--- src/rtl/accu_alu_pkg.sv ---
package accu_alu_pkg;

    localparam int OPW = 4;
    localparam int SW  = 8;

    localparam int FC_POS = 0;
    localparam int FZ_POS = 1;
    localparam int FI_POS = 2;
    localparam int FD_POS = 3;
    localparam int FB_POS = 4;
    localparam int F1_POS = 5;
    localparam int FV_POS = 6;
    localparam int FN_POS = 7;

    localparam logic [SW-1:0] MSK_C   = SW'(1) << FC_POS;
    localparam logic [SW-1:0] MSK_Z   = SW'(1) << FZ_POS;
    localparam logic [SW-1:0] MSK_V   = SW'(1) << FV_POS;
    localparam logic [SW-1:0] MSK_N   = SW'(1) << FN_POS;
    localparam logic [SW-1:0] MSK_ONE = SW'(1) << F1_POS;

    localparam logic [SW-1:0] WR_NZ    = MSK_N | MSK_Z;
    localparam logic [SW-1:0] WR_NZC   = MSK_N | MSK_Z | MSK_C;
    localparam logic [SW-1:0] WR_NVZC  = MSK_N | MSK_V | MSK_Z | MSK_C;
    localparam logic [SW-1:0] WR_NVZ   = MSK_N | MSK_V | MSK_Z;

    typedef enum logic [OPW-1:0] {
        OP_OR   = 4'd0,
        OP_AND  = 4'd1,
        OP_XOR  = 4'd2,
        OP_ADC  = 4'd3,
        OP_SBC  = 4'd4,
        OP_CMP  = 4'd5,
        OP_ASL  = 4'd6,
        OP_LSR  = 4'd7,
        OP_ROL  = 4'd8,
        OP_ROR  = 4'd9,
        OP_INC  = 4'd10,
        OP_DEC  = 4'd11,
        OP_BIT  = 4'd12,
        OP_PASS = 4'd13,
        OP_RSV0 = 4'd14,
        OP_RSV1 = 4'd15
    } alu_op_e;

    typedef struct packed {
        logic n;
        logic v;
        logic z;
        logic c;
    } nvzc_t;

endpackage

--- src/rtl/accu_alu_logic.sv ---
module accu_alu_logic #(
    parameter int DW = 8
) (
    input  logic [DW-1:0] a_i,
    input  logic [DW-1:0] b_i,
    output logic [DW-1:0] or_o,
    output logic [DW-1:0] and_o,
    output logic [DW-1:0] xor_o,
    output logic          bt_zero_o,
    output logic          bt_top_o,
    output logic          bt_next_o
);
    localparam int MSB = DW - 1;

    for (genvar i = 0; i < DW; i++) begin : g_bit
        assign or_o[i]  = a_i[i] | b_i[i];
        assign and_o[i] = a_i[i] & b_i[i];
        assign xor_o[i] = a_i[i] ^ b_i[i];
    end

    assign bt_zero_o = ~|and_o;
    assign bt_top_o  = b_i[MSB];
    assign bt_next_o = b_i[MSB-1];
endmodule

--- src/rtl/accu_alu_arith.sv ---
module accu_alu_arith #(
    parameter int DW = 8
) (
    input  logic [DW-1:0] a_i,
    input  logic [DW-1:0] b_i,
    input  logic          cin_i,
    output logic [DW-1:0] add_o,
    output logic          add_c_o,
    output logic          add_v_o,
    output logic [DW-1:0] sub_o,
    output logic          sub_c_o,
    output logic          sub_v_o,
    output logic [DW-1:0] cmp_o,
    output logic          cmp_c_o,
    output logic [DW-1:0] inc_o,
    output logic [DW-1:0] dec_o
);
    localparam int MSB = DW - 1;

    logic [DW:0] add_full;
    logic [DW:0] sub_full;
    logic [DW:0] cmp_full;

    // Subtraction as addition of the inverted operand: carry out = no borrow.
    assign add_full = {1'b0, a_i} + {1'b0, b_i}  + {{DW{1'b0}}, cin_i};
    assign sub_full = {1'b0, a_i} + {1'b0, ~b_i} + {{DW{1'b0}}, cin_i};
    assign cmp_full = {1'b0, a_i} + {1'b0, ~b_i} + {{DW{1'b0}}, 1'b1};

    assign add_o   = add_full[MSB:0];
    assign add_c_o = add_full[DW];
    assign add_v_o = (a_i[MSB] == b_i[MSB]) && (add_o[MSB] != a_i[MSB]);

    assign sub_o   = sub_full[MSB:0];
    assign sub_c_o = sub_full[DW];
    assign sub_v_o = (sub_o[MSB] != a_i[MSB]) && (b_i[MSB] != a_i[MSB]);

    assign cmp_o   = cmp_full[MSB:0];
    assign cmp_c_o = cmp_full[DW];

    assign inc_o = b_i + DW'(1);
    assign dec_o = b_i - DW'(1);
endmodule

--- src/rtl/accu_alu_shift.sv ---
module accu_alu_shift #(
    parameter int DW = 8
) (
    input  logic [DW-1:0] b_i,
    input  logic          cin_i,
    output logic [DW-1:0] asl_o,
    output logic [DW-1:0] lsr_o,
    output logic [DW-1:0] rol_o,
    output logic [DW-1:0] ror_o,
    output logic          hi_out_o,
    output logic          lo_out_o
);
    localparam int MSB = DW - 1;

    for (genvar i = 1; i < DW; i++) begin : g_left
        assign asl_o[i] = b_i[i-1];
        assign rol_o[i] = b_i[i-1];
    end
    for (genvar i = 0; i < MSB; i++) begin : g_right
        assign lsr_o[i] = b_i[i+1];
        assign ror_o[i] = b_i[i+1];
    end

    assign asl_o[0]   = 1'b0;
    assign rol_o[0]   = cin_i;
    assign lsr_o[MSB] = 1'b0;
    assign ror_o[MSB] = cin_i;

    assign hi_out_o = b_i[MSB];
    assign lo_out_o = b_i[0];
endmodule

--- src/rtl/accu_alu.sv ---
module accu_alu
    import accu_alu_pkg::*;
#(
    parameter int DW = 8
) (
    input  logic [OPW-1:0] op_sel,
    input  logic [DW-1:0]  reg_a,
    input  logic [DW-1:0]  mem_b,
    input  logic [SW-1:0]  stat_in,
    output logic [DW-1:0]  res_out,
    output logic [SW-1:0]  stat_out,
    output logic [SW-1:0]  flag_wr
);
    localparam int MSB = DW - 1;

    alu_op_e op;
    logic    cin;

    logic [DW-1:0] y_or, y_and, y_xor;
    logic          bt_zero, bt_top, bt_next;
    logic [DW-1:0] y_add, y_sub, y_cmp, y_inc, y_dec;
    logic          add_c, add_v, sub_c, sub_v, cmp_c;
    logic [DW-1:0] y_asl, y_lsr, y_rol, y_ror;
    logic          hi_out, lo_out;

    logic [DW-1:0] res_q;
    logic [DW-1:0] nz_src;
    nvzc_t         fl;
    logic [SW-1:0] wr;
    logic [SW-1:0] fl_vec;

    assign op  = alu_op_e'(op_sel);
    assign cin = stat_in[FC_POS];

    accu_alu_logic #(.DW(DW)) u_logic (
        .a_i       (reg_a),
        .b_i       (mem_b),
        .or_o      (y_or),
        .and_o     (y_and),
        .xor_o     (y_xor),
        .bt_zero_o (bt_zero),
        .bt_top_o  (bt_top),
        .bt_next_o (bt_next)
    );

    accu_alu_arith #(.DW(DW)) u_arith (
        .a_i     (reg_a),
        .b_i     (mem_b),
        .cin_i   (cin),
        .add_o   (y_add),
        .add_c_o (add_c),
        .add_v_o (add_v),
        .sub_o   (y_sub),
        .sub_c_o (sub_c),
        .sub_v_o (sub_v),
        .cmp_o   (y_cmp),
        .cmp_c_o (cmp_c),
        .inc_o   (y_inc),
        .dec_o   (y_dec)
    );

    accu_alu_shift #(.DW(DW)) u_shift (
        .b_i      (mem_b),
        .cin_i    (cin),
        .asl_o    (y_asl),
        .lsr_o    (y_lsr),
        .rol_o    (y_rol),
        .ror_o    (y_ror),
        .hi_out_o (hi_out),
        .lo_out_o (lo_out)
    );

    always_comb begin
        res_q  = reg_a;
        nz_src = reg_a;
        fl     = '0;
        wr     = '0;
        unique case (op)
            OP_OR:   begin res_q = y_or;  nz_src = y_or;  wr = WR_NZ; end
            OP_AND:  begin res_q = y_and; nz_src = y_and; wr = WR_NZ; end
            OP_XOR:  begin res_q = y_xor; nz_src = y_xor; wr = WR_NZ; end
            OP_ADC:  begin
                res_q = y_add; nz_src = y_add;
                fl.c  = add_c; fl.v = add_v; wr = WR_NVZC;
            end
            OP_SBC:  begin
                res_q = y_sub; nz_src = y_sub;
                fl.c  = sub_c; fl.v = sub_v; wr = WR_NVZC;
            end
            OP_CMP:  begin
                res_q = reg_a; nz_src = y_cmp;
                fl.c  = cmp_c; wr = WR_NZC;
            end
            OP_ASL:  begin res_q = y_asl; nz_src = y_asl; fl.c = hi_out; wr = WR_NZC; end
            OP_LSR:  begin res_q = y_lsr; nz_src = y_lsr; fl.c = lo_out; wr = WR_NZC; end
            OP_ROL:  begin res_q = y_rol; nz_src = y_rol; fl.c = hi_out; wr = WR_NZC; end
            OP_ROR:  begin res_q = y_ror; nz_src = y_ror; fl.c = lo_out; wr = WR_NZC; end
            OP_INC:  begin res_q = y_inc; nz_src = y_inc; wr = WR_NZ; end
            OP_DEC:  begin res_q = y_dec; nz_src = y_dec; wr = WR_NZ; end
            OP_BIT:  begin res_q = reg_a; wr = WR_NVZ; end
            OP_PASS: begin res_q = mem_b; nz_src = mem_b; wr = WR_NZ; end
            OP_RSV0, OP_RSV1: begin res_q = reg_a; wr = '0; end
            default: begin res_q = reg_a; wr = '0; end
        endcase

        if (op == OP_BIT) begin
            fl.n = bt_top;
            fl.v = bt_next;
            fl.z = bt_zero;
        end else begin
            fl.n = nz_src[MSB];
            fl.z = ~|nz_src;
        end
    end

    always_comb begin
        fl_vec         = '0;
        fl_vec[FN_POS] = fl.n;
        fl_vec[FV_POS] = fl.v;
        fl_vec[FZ_POS] = fl.z;
        fl_vec[FC_POS] = fl.c;
    end

    assign res_out  = res_q;
    assign flag_wr  = wr;
    assign stat_out = (stat_in & ~wr) | (fl_vec & wr) | MSK_ONE;
endmodule

--- config.mk ---
export PLATFORM = sky130hd
export DESIGN_NAME = accu_alu
export DESIGN_NICKNAME = d
export VERILOG_FILES = /design/src/rtl/accu_alu_pkg.sv /design/src/rtl/accu_alu_logic.sv /design/src/rtl/accu_alu_arith.sv /design/src/rtl/accu_alu_shift.sv /design/src/rtl/accu_alu.sv
export SDC_FILE = /design/constraint.sdc
export NUM_CORES = 1
export LEC_CHECK = 0
export BUFFER_PORTS_ARGS = -buffer_cell sky130_fd_sc_hd__buf_2
export CAP_MARGIN = 20
export CORE_ASPECT_RATIO = 2
export CORE_MARGIN = 3
export CORE_UTILIZATION = 45
export DETAILED_ROUTE_END_ITERATION = 12
export MAX_ROUTING_LAYER = met4
export PLACE_DENSITY = 0.67
export SYNTH_ARGS = -nofsm -noshare
export SYNTH_HDL_FRONTEND = slang
export SYNTH_SLANG_ARGS = --single-unit
export TNS_END_PERCENT = 30
--- constraint.sdc ---
create_clock -name vclk -period 4.75
set_input_delay 0.475 -clock vclk [all_inputs]
set_output_delay 0.475 -clock vclk [all_outputs]
set_load 0.03 [all_outputs]
# Yosys cells after proc, flatten, opt, wreduce, memory -nomap -nowiden
# Index checks and enable logic that the tools add are counted.
dict set report word_totals {
  output_inout_bits 24
  ff_bits 0
}
dict set report classes {
  n_reduce_logical 14
  add_sub_neg 7
  n_mux 8
  bitwise_logic 29
  n_eq_ne 19
}
# op n
set op_table {}
lappend op_table {{8-bit one-hot mux with 13 select lines} 2}
lappend op_table {{8-bit one-hot mux with 5 select lines} 1}
lappend op_table {{4-bit equality test (second input constant)} 8}
lappend op_table {{8-bit by 8-bit adder with 9-bit output} 2}
lappend op_table {{9-bit by 1-bit adder with 9-bit output} 2}
lappend op_table {{8-bit AND} 2}
lappend op_table {{4-bit by 3-bit equality test with 1-bit output (second input constant)} 4}
lappend op_table {{8-bit inverter} 2}
lappend op_table {{8-bit OR reduction} 2}
lappend op_table {{9-bit by 1-bit adder with 9-bit output (second input constant)} 1}
lappend op_table {{8-bit by 1-bit adder with 8-bit output (second input constant)} 1}
lappend op_table {{1-bit AND} 8}
lappend op_table {{4-bit by 2-bit equality test with 1-bit output (second input constant)} 2}
lappend op_table {{1-bit bitwise OR} 8}
lappend op_table {{8-bit bitwise OR} 1}
lappend op_table {{2-bit OR reduction} 4}
lappend op_table {{8-bit by 1-bit subtractor with 8-bit output (second input constant)} 1}
lappend op_table {{1-bit bitwise XOR} 8}
lappend op_table {{6-bit OR reduction} 1}
lappend op_table {{1-bit one-hot mux with 5 select lines} 1}
lappend op_table {{5-bit OR reduction} 1}
lappend op_table {{4-bit by 1-bit equality test with 1-bit output (second input constant)} 1}
lappend op_table {{4-bit logical NOT} 1}
lappend op_table {{4-bit OR reduction} 1}
lappend op_table {{6 further kinds} 12}

# Depth between registers and ports, before layout
# Gate-level depths: netlist of the first run.
dict set report logic_depth {
  ltp_word 9
  depth_mapped 13
  mapped_depth_nobuf 13
}

# Modules after synthesis
# Synthesis of the first run repeated with hierarchy kept, for this count alone.
dict set report hier_totals {
  hier_cells 460
  hier_area_um2 3210.6
}
# mod cells_each instances seq_area_each_um2 area_per_inst_um2
set by_module_without_submodules {}
lappend by_module_without_submodules {accu_alu 216 1 0.0 1343.8}
lappend by_module_without_submodules {accu_alu_arith 164 1 0.0 1283.7}
lappend by_module_without_submodules {accu_alu_logic 45 1 0.0 324.1}
lappend by_module_without_submodules {accu_alu_shift 35 1 0.0 259.0}

# Worst setup path after synthesis of the first run
# OpenSTA, ideal clock, no wires.
dict set report synth_timing {
  path_type {input to output}
  start {input port mem_b[0]}
  end {output port stat_out[1]}
  cell_stages 12
  arrival_time_ns 3.767
  t_required_ns 4.275
  slack_ns 0.508
  path_cell_list {inv_1 ha_1 inv_1 fa_1 or2_1 a21o_2 xnor2_1 or4_4 or3b_4 a31oi_2 a31oi_1 o41ai_2}
}
dict set report synth_between {
  elab_chain_cells 9
}
# element line_no
set synth_lines {}
lappend synth_lines {{start: declaration} accu_alu.sv:8} ;# input logic [DW-1:0] mem_b,
lappend synth_lines {{8-bit inverter} {accu_alu_arith.sv:26, accu_alu_arith.sv:27}}
lappend synth_lines {{8-bit by 8-bit adder with 9-bit output} {accu_alu_arith.sv:26, accu_alu_arith.sv:27}}
lappend synth_lines {{9-bit by 1-bit adder with 9-bit output (on tied branches)} {accu_alu_arith.sv:27, accu_alu_arith.sv:26}}
lappend synth_lines {{8-bit one-hot mux with 13 select lines} accu_alu.sv:78} ;# unique case (op)
lappend synth_lines {{8-bit OR reduction} accu_alu.sv:112} ;# fl.z = ~|nz_src;
lappend synth_lines {{1-bit logical NOT} accu_alu.sv:112}
lappend synth_lines {{1-bit 2-to-1 mux *} accu_alu.sv:106} ;# if (op == OP_BIT) begin
lappend synth_lines {{8-bit AND *} accu_alu.sv:126} ;# assign stat_out = (stat_in & ~wr) | (fl_vec & wr) | MSK_ONE;
lappend synth_lines {{8-bit bitwise OR *} accu_alu.sv:126}
lappend synth_lines {{end: declaration} accu_alu.sv:11} ;# output logic [SW-1:0] stat_out,
# Every way passes the cells marked *; elsewhere a longest branch is shown, timed or not.

# Final worst setup path of the first run
# Ends and elaborated chain as after synthesis.

==> results of run 1 <==
layer usage:
layer	share of wire	wire length [µm]	vias to the layer above	track usage
met4	0.058	589	0	0.144
met3	0.041	412	35	0.00768
li1	-	-	1529	-
met5	0	0	-	-
met1	0.37	3780	1487	0.334
met2	0.53	5340	126	0.514
synthesized netlist by cell type (all sizes together), types with 12 or more instances:
| library cell | count |
|---|---|
| nor2 | 43 |
| nand2 | 38 |
| ha | 29 |
| inv | 29 |
| a21oi | 22 |
| xnor2 | 20 |
| buf | 18 |
| clkbuf | 18 |
| nor3 | 18 |
| o21ai | 17 |
| mux2i | 16 |
| nor2b | 13 |
| nand3 | 12 |
report_power, final:
group	switching, µW	internal, µW
Clock	0	0
Sequential	0	0
Combinational	262	145
Total	262	145
cell families after synthesis:
| kind of cell | after synthesis |
|---|---|
| buffers and inverters | 65 |
| multiplexers | 16 |
| adder cells (fa/ha/maj) | 32 |
| AND/OR/NAND/NOR | 169 |
| XOR/XNOR | 24 |
| AO/OA/AOI/OAI | 111 |
| other | 2 |
stage by stage:
step	cells	instance area (µm²)
after floorplan	422	2790
final	492	2920
after detailed placement	492	2920
after CTS	492	2920
after global placement	492	2920
after global routing	492	2920
final cells by class:
class / count / area, µm² / area share
repair buffers: 45 / 238 / 0.0815
well taps: 61 / 76.3 / 0.0262
multi-input cells: 357 / 2490 / 0.855
inverters: 29 / 109 / 0.0373
worst max-delay path, delay by kind of cell:
| kind | cells | cell delay (ps) |
|---|---|---|
| compound gates | 4 | 810 |
| xor+xnor | 1 | 200 |
| simple gates | 3 | 1260 |
| buf+inv | 4 | 680 |
| fa+ha+maj | 2 | 650 |
final timing paths:
| check | depth (start not counted) | startpoint | endpoint |
|---|---|---|---|
| worst max-delay path | 14 | mem_b[0] | stat_out[1] |
| worst min-delay path | 0 | stat_in[2] | stat_out[2] |
==> impl_metrics.toml, run 1 <==
[placed_design]
dp_hpwl_mm = 8.28
dp_slack_ps = 242
portBuffers = 40
routabilityCongestion = 1.04

[final_layout]
clock_buffers = 0
finalCoreUtilization = 0.498
ff_latch_area_um2 = 0
fillers = 642
seq_cell_count = 0
layout.nets = 493
antenna-diode-count = 0
final_common_cell = "nor2_1"
syn_to_final_growth_pct = 4.91
final_cell_mix = "nor2_1, buf_2, nand2_1, inv_1, ha_1"
final_layout_size_suffix_gt1_frac = 0.142

[timing]
hold_violations = 0
max_freq_mhz = 220
setup_viol = 0
fin_setup_tns_ps = 0
rsz0062_at_grt = "no"
fin_crit_sh = 0.956
finalCriticalPeriod_ps = 4540
worst_slack_ps = 209
drv_slew = 0
slew_headroom = 0.448
tightest_slew_ps = 822
timing.hold.ws_ps = 950

[synthesis]
avgSynthCellArea_um2 = 6.64
synth_top_family_by_area = "simple AND/OR/NAND/NOR gates"
synth_compound_area_frac = 0.288
yosysWarnings = 0
synth_top_cell_by_area = "ha_1"
synthSimpleGateAreaFrac = 0.317
yosys.area_share.adder = 0.152
yosysSeqAreaShare = 0
synth_xor_area_frac = 0.0756
synthMuxAreaShare = 0.0576
ys_top_cells_by_area = "ha_1, xnor2_1, nor2_1, mux2i_1, nand2_1"
synthCells = 419
synth_top_area_share = 0.131
syn_area_mm2 = 0.00278
ys_types = 75

[floorplanning]
rows = 39
die_width_um = 61.6
die-area_mm2 = 0.00721
io_pins = 52
initial_utilization = 0.475
core_mm2 = 0.00586
die_y_um = 117

[route]
detailroute.via_count = 3177
wl_per_cell_um = 20.6
via_per_inst = 6.46
drt_iter0_drc = 287
first_pass_iters = 4
wl_mm = 10.1
drc = 0
ant_nets = 0

[critical_path]
crit_type = "input pin to output pin"
cp.arrival_ps = 4070
critPathMaxFanout = 10
slowest_delay_ps = 560
crit_chain = "buf_2 > inv_1 > ha_1 > inv_1 > fa_1 > or2_1 > a21o_2 > xnor2_1 > or4_4 > or3b_4 > a31oi_2 > a31oi_1 > o41ai_2 > buf_2"
cp_data_required_time_ps = 4280
startpoint_type = "input pin"
crit_slowest_cell = "or4_4"
endpoint_kind = "output pin"

[clocking]
cts_setup_buffers = 0
hold_buffers = 0
post_cts_resized = 0

[grt]
grt_max_degree = 37
grt_pass1_wl_mm = 15.7
first_global_vias = 3097
grt-ovfl-total = 0
antenna_found_initial = 0
globalRouteTotalUtil = 0.296

[pwr]
static-leakage-power_uw = 0.00128
vdd_drop_max_mv = 0.0723
power_uw = 408
p_per_area_mw_per_mm2 = 140

[run]
drv_cap = 0

[outcome]
status = "completed"

[worst_hold_path]
hold_class = "input pin to output pin"
Note: power is estimated with default switching activity, not from simulation.
==> inputs of run 2 (changes only) <==
MAX_ROUTING_LAYER = default   (was met4)
==> impl_metrics.toml, run 2 (synthesized netlist as in run 1, its figures left out) <==
[outcome]
status = "completed"

[route]
wl_per_cell_um = 20.8
detailroute.via_count = 3247
drc = 0
drt_iter0_drc = 342
first_pass_iters = 5
via_per_inst = 6.60
ant_nets = 0
wl_mm = 10.2

[placed_design]
dpl_cell_area_mm2 = 0.00292
portBuffers = 40
routabilityCongestion = 1.02
post-place-cells = 492
dp_hpwl_mm = 8.18
dp_slack_ps = 269

[timing]
drv_slew = 0
hold_violations = 0
slew_headroom = 0.495
rsz0062_at_grt = "no"
tightest_slew_ps = 752
fin_crit_sh = 0.951
fin_setup_tns_ps = 0
setup_viol = 0
finalCriticalPeriod_ps = 4520
max_freq_mhz = 221
worst_slack_ps = 232

[critical_path]
crit_slowest_cell = "or4_4"
startpoint_type = "input pin"
slowest_delay_ps = 520
crit_chain = "buf_2 > inv_1 > ha_1 > inv_1 > fa_1 > or2_1 > a211oi_2 > o311ai_2 > or4_4 > or3b_4 > a31oi_2 > a31oi_1 > o41ai_2 > buf_2"
critPathMaxFanout = 10
endpoint_kind = "output pin"
crit_type = "input pin to output pin"
cp_data_required_time_ps = 4280
cp.arrival_ps = 4040

[final_layout]
final_common_cell = "nor2_1"
antenna-diode-count = 0
ff_latch_area_um2 = 0
clock_buffers = 0
final_cell_mix = "nor2_1, buf_2, nand2_1, inv_1, ha_1"
syn_to_final_growth_pct = 4.91
layout.nets = 493
final_layout_size_suffix_gt1_frac = 0.142
seq_cell_count = 0
final_cells = 492
stdcell_area_mm2 = 0.00292

[floorplanning]
rows = 39
initial_utilization = 0.475
die_y_um = 117
die_width_um = 61.6
core_mm2 = 0.00586
io_pins = 52
die-area_mm2 = 0.00721

[grt]
grt_max_degree = 37
grt-ovfl-total = 0
first_global_vias = 3059
antenna_found_initial = 0
grt_pass1_wl_mm = 15.9
globalRouteTotalUtil = 0.290

[pwr]
vdd_drop_max_mv = 0.0784
p_per_area_mw_per_mm2 = 140
static-leakage-power_uw = 0.00129

[clocking]
hold_buffers = 0
cts_setup_buffers = 0
post_cts_resized = 0

[run]
drv_cap = 0

[worst_hold_path]
hold_class = "input pin to output pin"
## run 2: cell counts in the layout (fill, tap and decap cells not counted)
Identical to the previous run, type by type.
## run 2: critical path, delay by kind of cell
kind / cells / cell delay (ps)
buf+inv: 4 / 670
compound gates: 5 / 1030
simple gates: 3 / 1210
fa+ha+maj: 2 / 640
## run 2: cell type report
| type | count | area (µm²) |
|---|---|---|
| inverter | 29 | 109 |
| timing repair buffer | 45 | 238 |
| fill | 628 | 2940 |
| tap | 61 | 76.3 |
| multi-input combinational | 357 | 2490 |
## run 2: report_power, final
part / switching (µW) / internal (µW)
clock: 0 / 0
sequential: 0 / 0
combinational: 262 / 146
total: 262 / 146
## run 2: through the flow
stage	total power [µW]	hold slack, ps	utilization
floorplan	300	1080	-
global placement	396	950	0.498
detailed placement	398	950	0.498
CTS	401	950	0.498
global route	439	950	0.498
finish	407	950	0.498
## run 2: final timing paths
check,start,endpoint,slack [ps],depth (start not counted)
setup / recovery,mem_b[0],stat_out[1],230,14
hold / removal,stat_in[2],stat_out[2],950,0
## run 2: layer usage
| metal | wire (µm) | part of all wire | up-vias | GRT usage |
|---|---|---|---|---|
| met2 | 5370 | 0.53 | 141 | 0.519 |
| met1 | 3800 | 0.37 | 1534 | 0.336 |
| met4 | 614 | 0.060 | 0 | 0.135 |
| met5 | 0 | 0 | - | 0 |
| met3 | 428 | 0.042 | 45 | 0.0132 |
| li1 | - | - | 1527 | - |
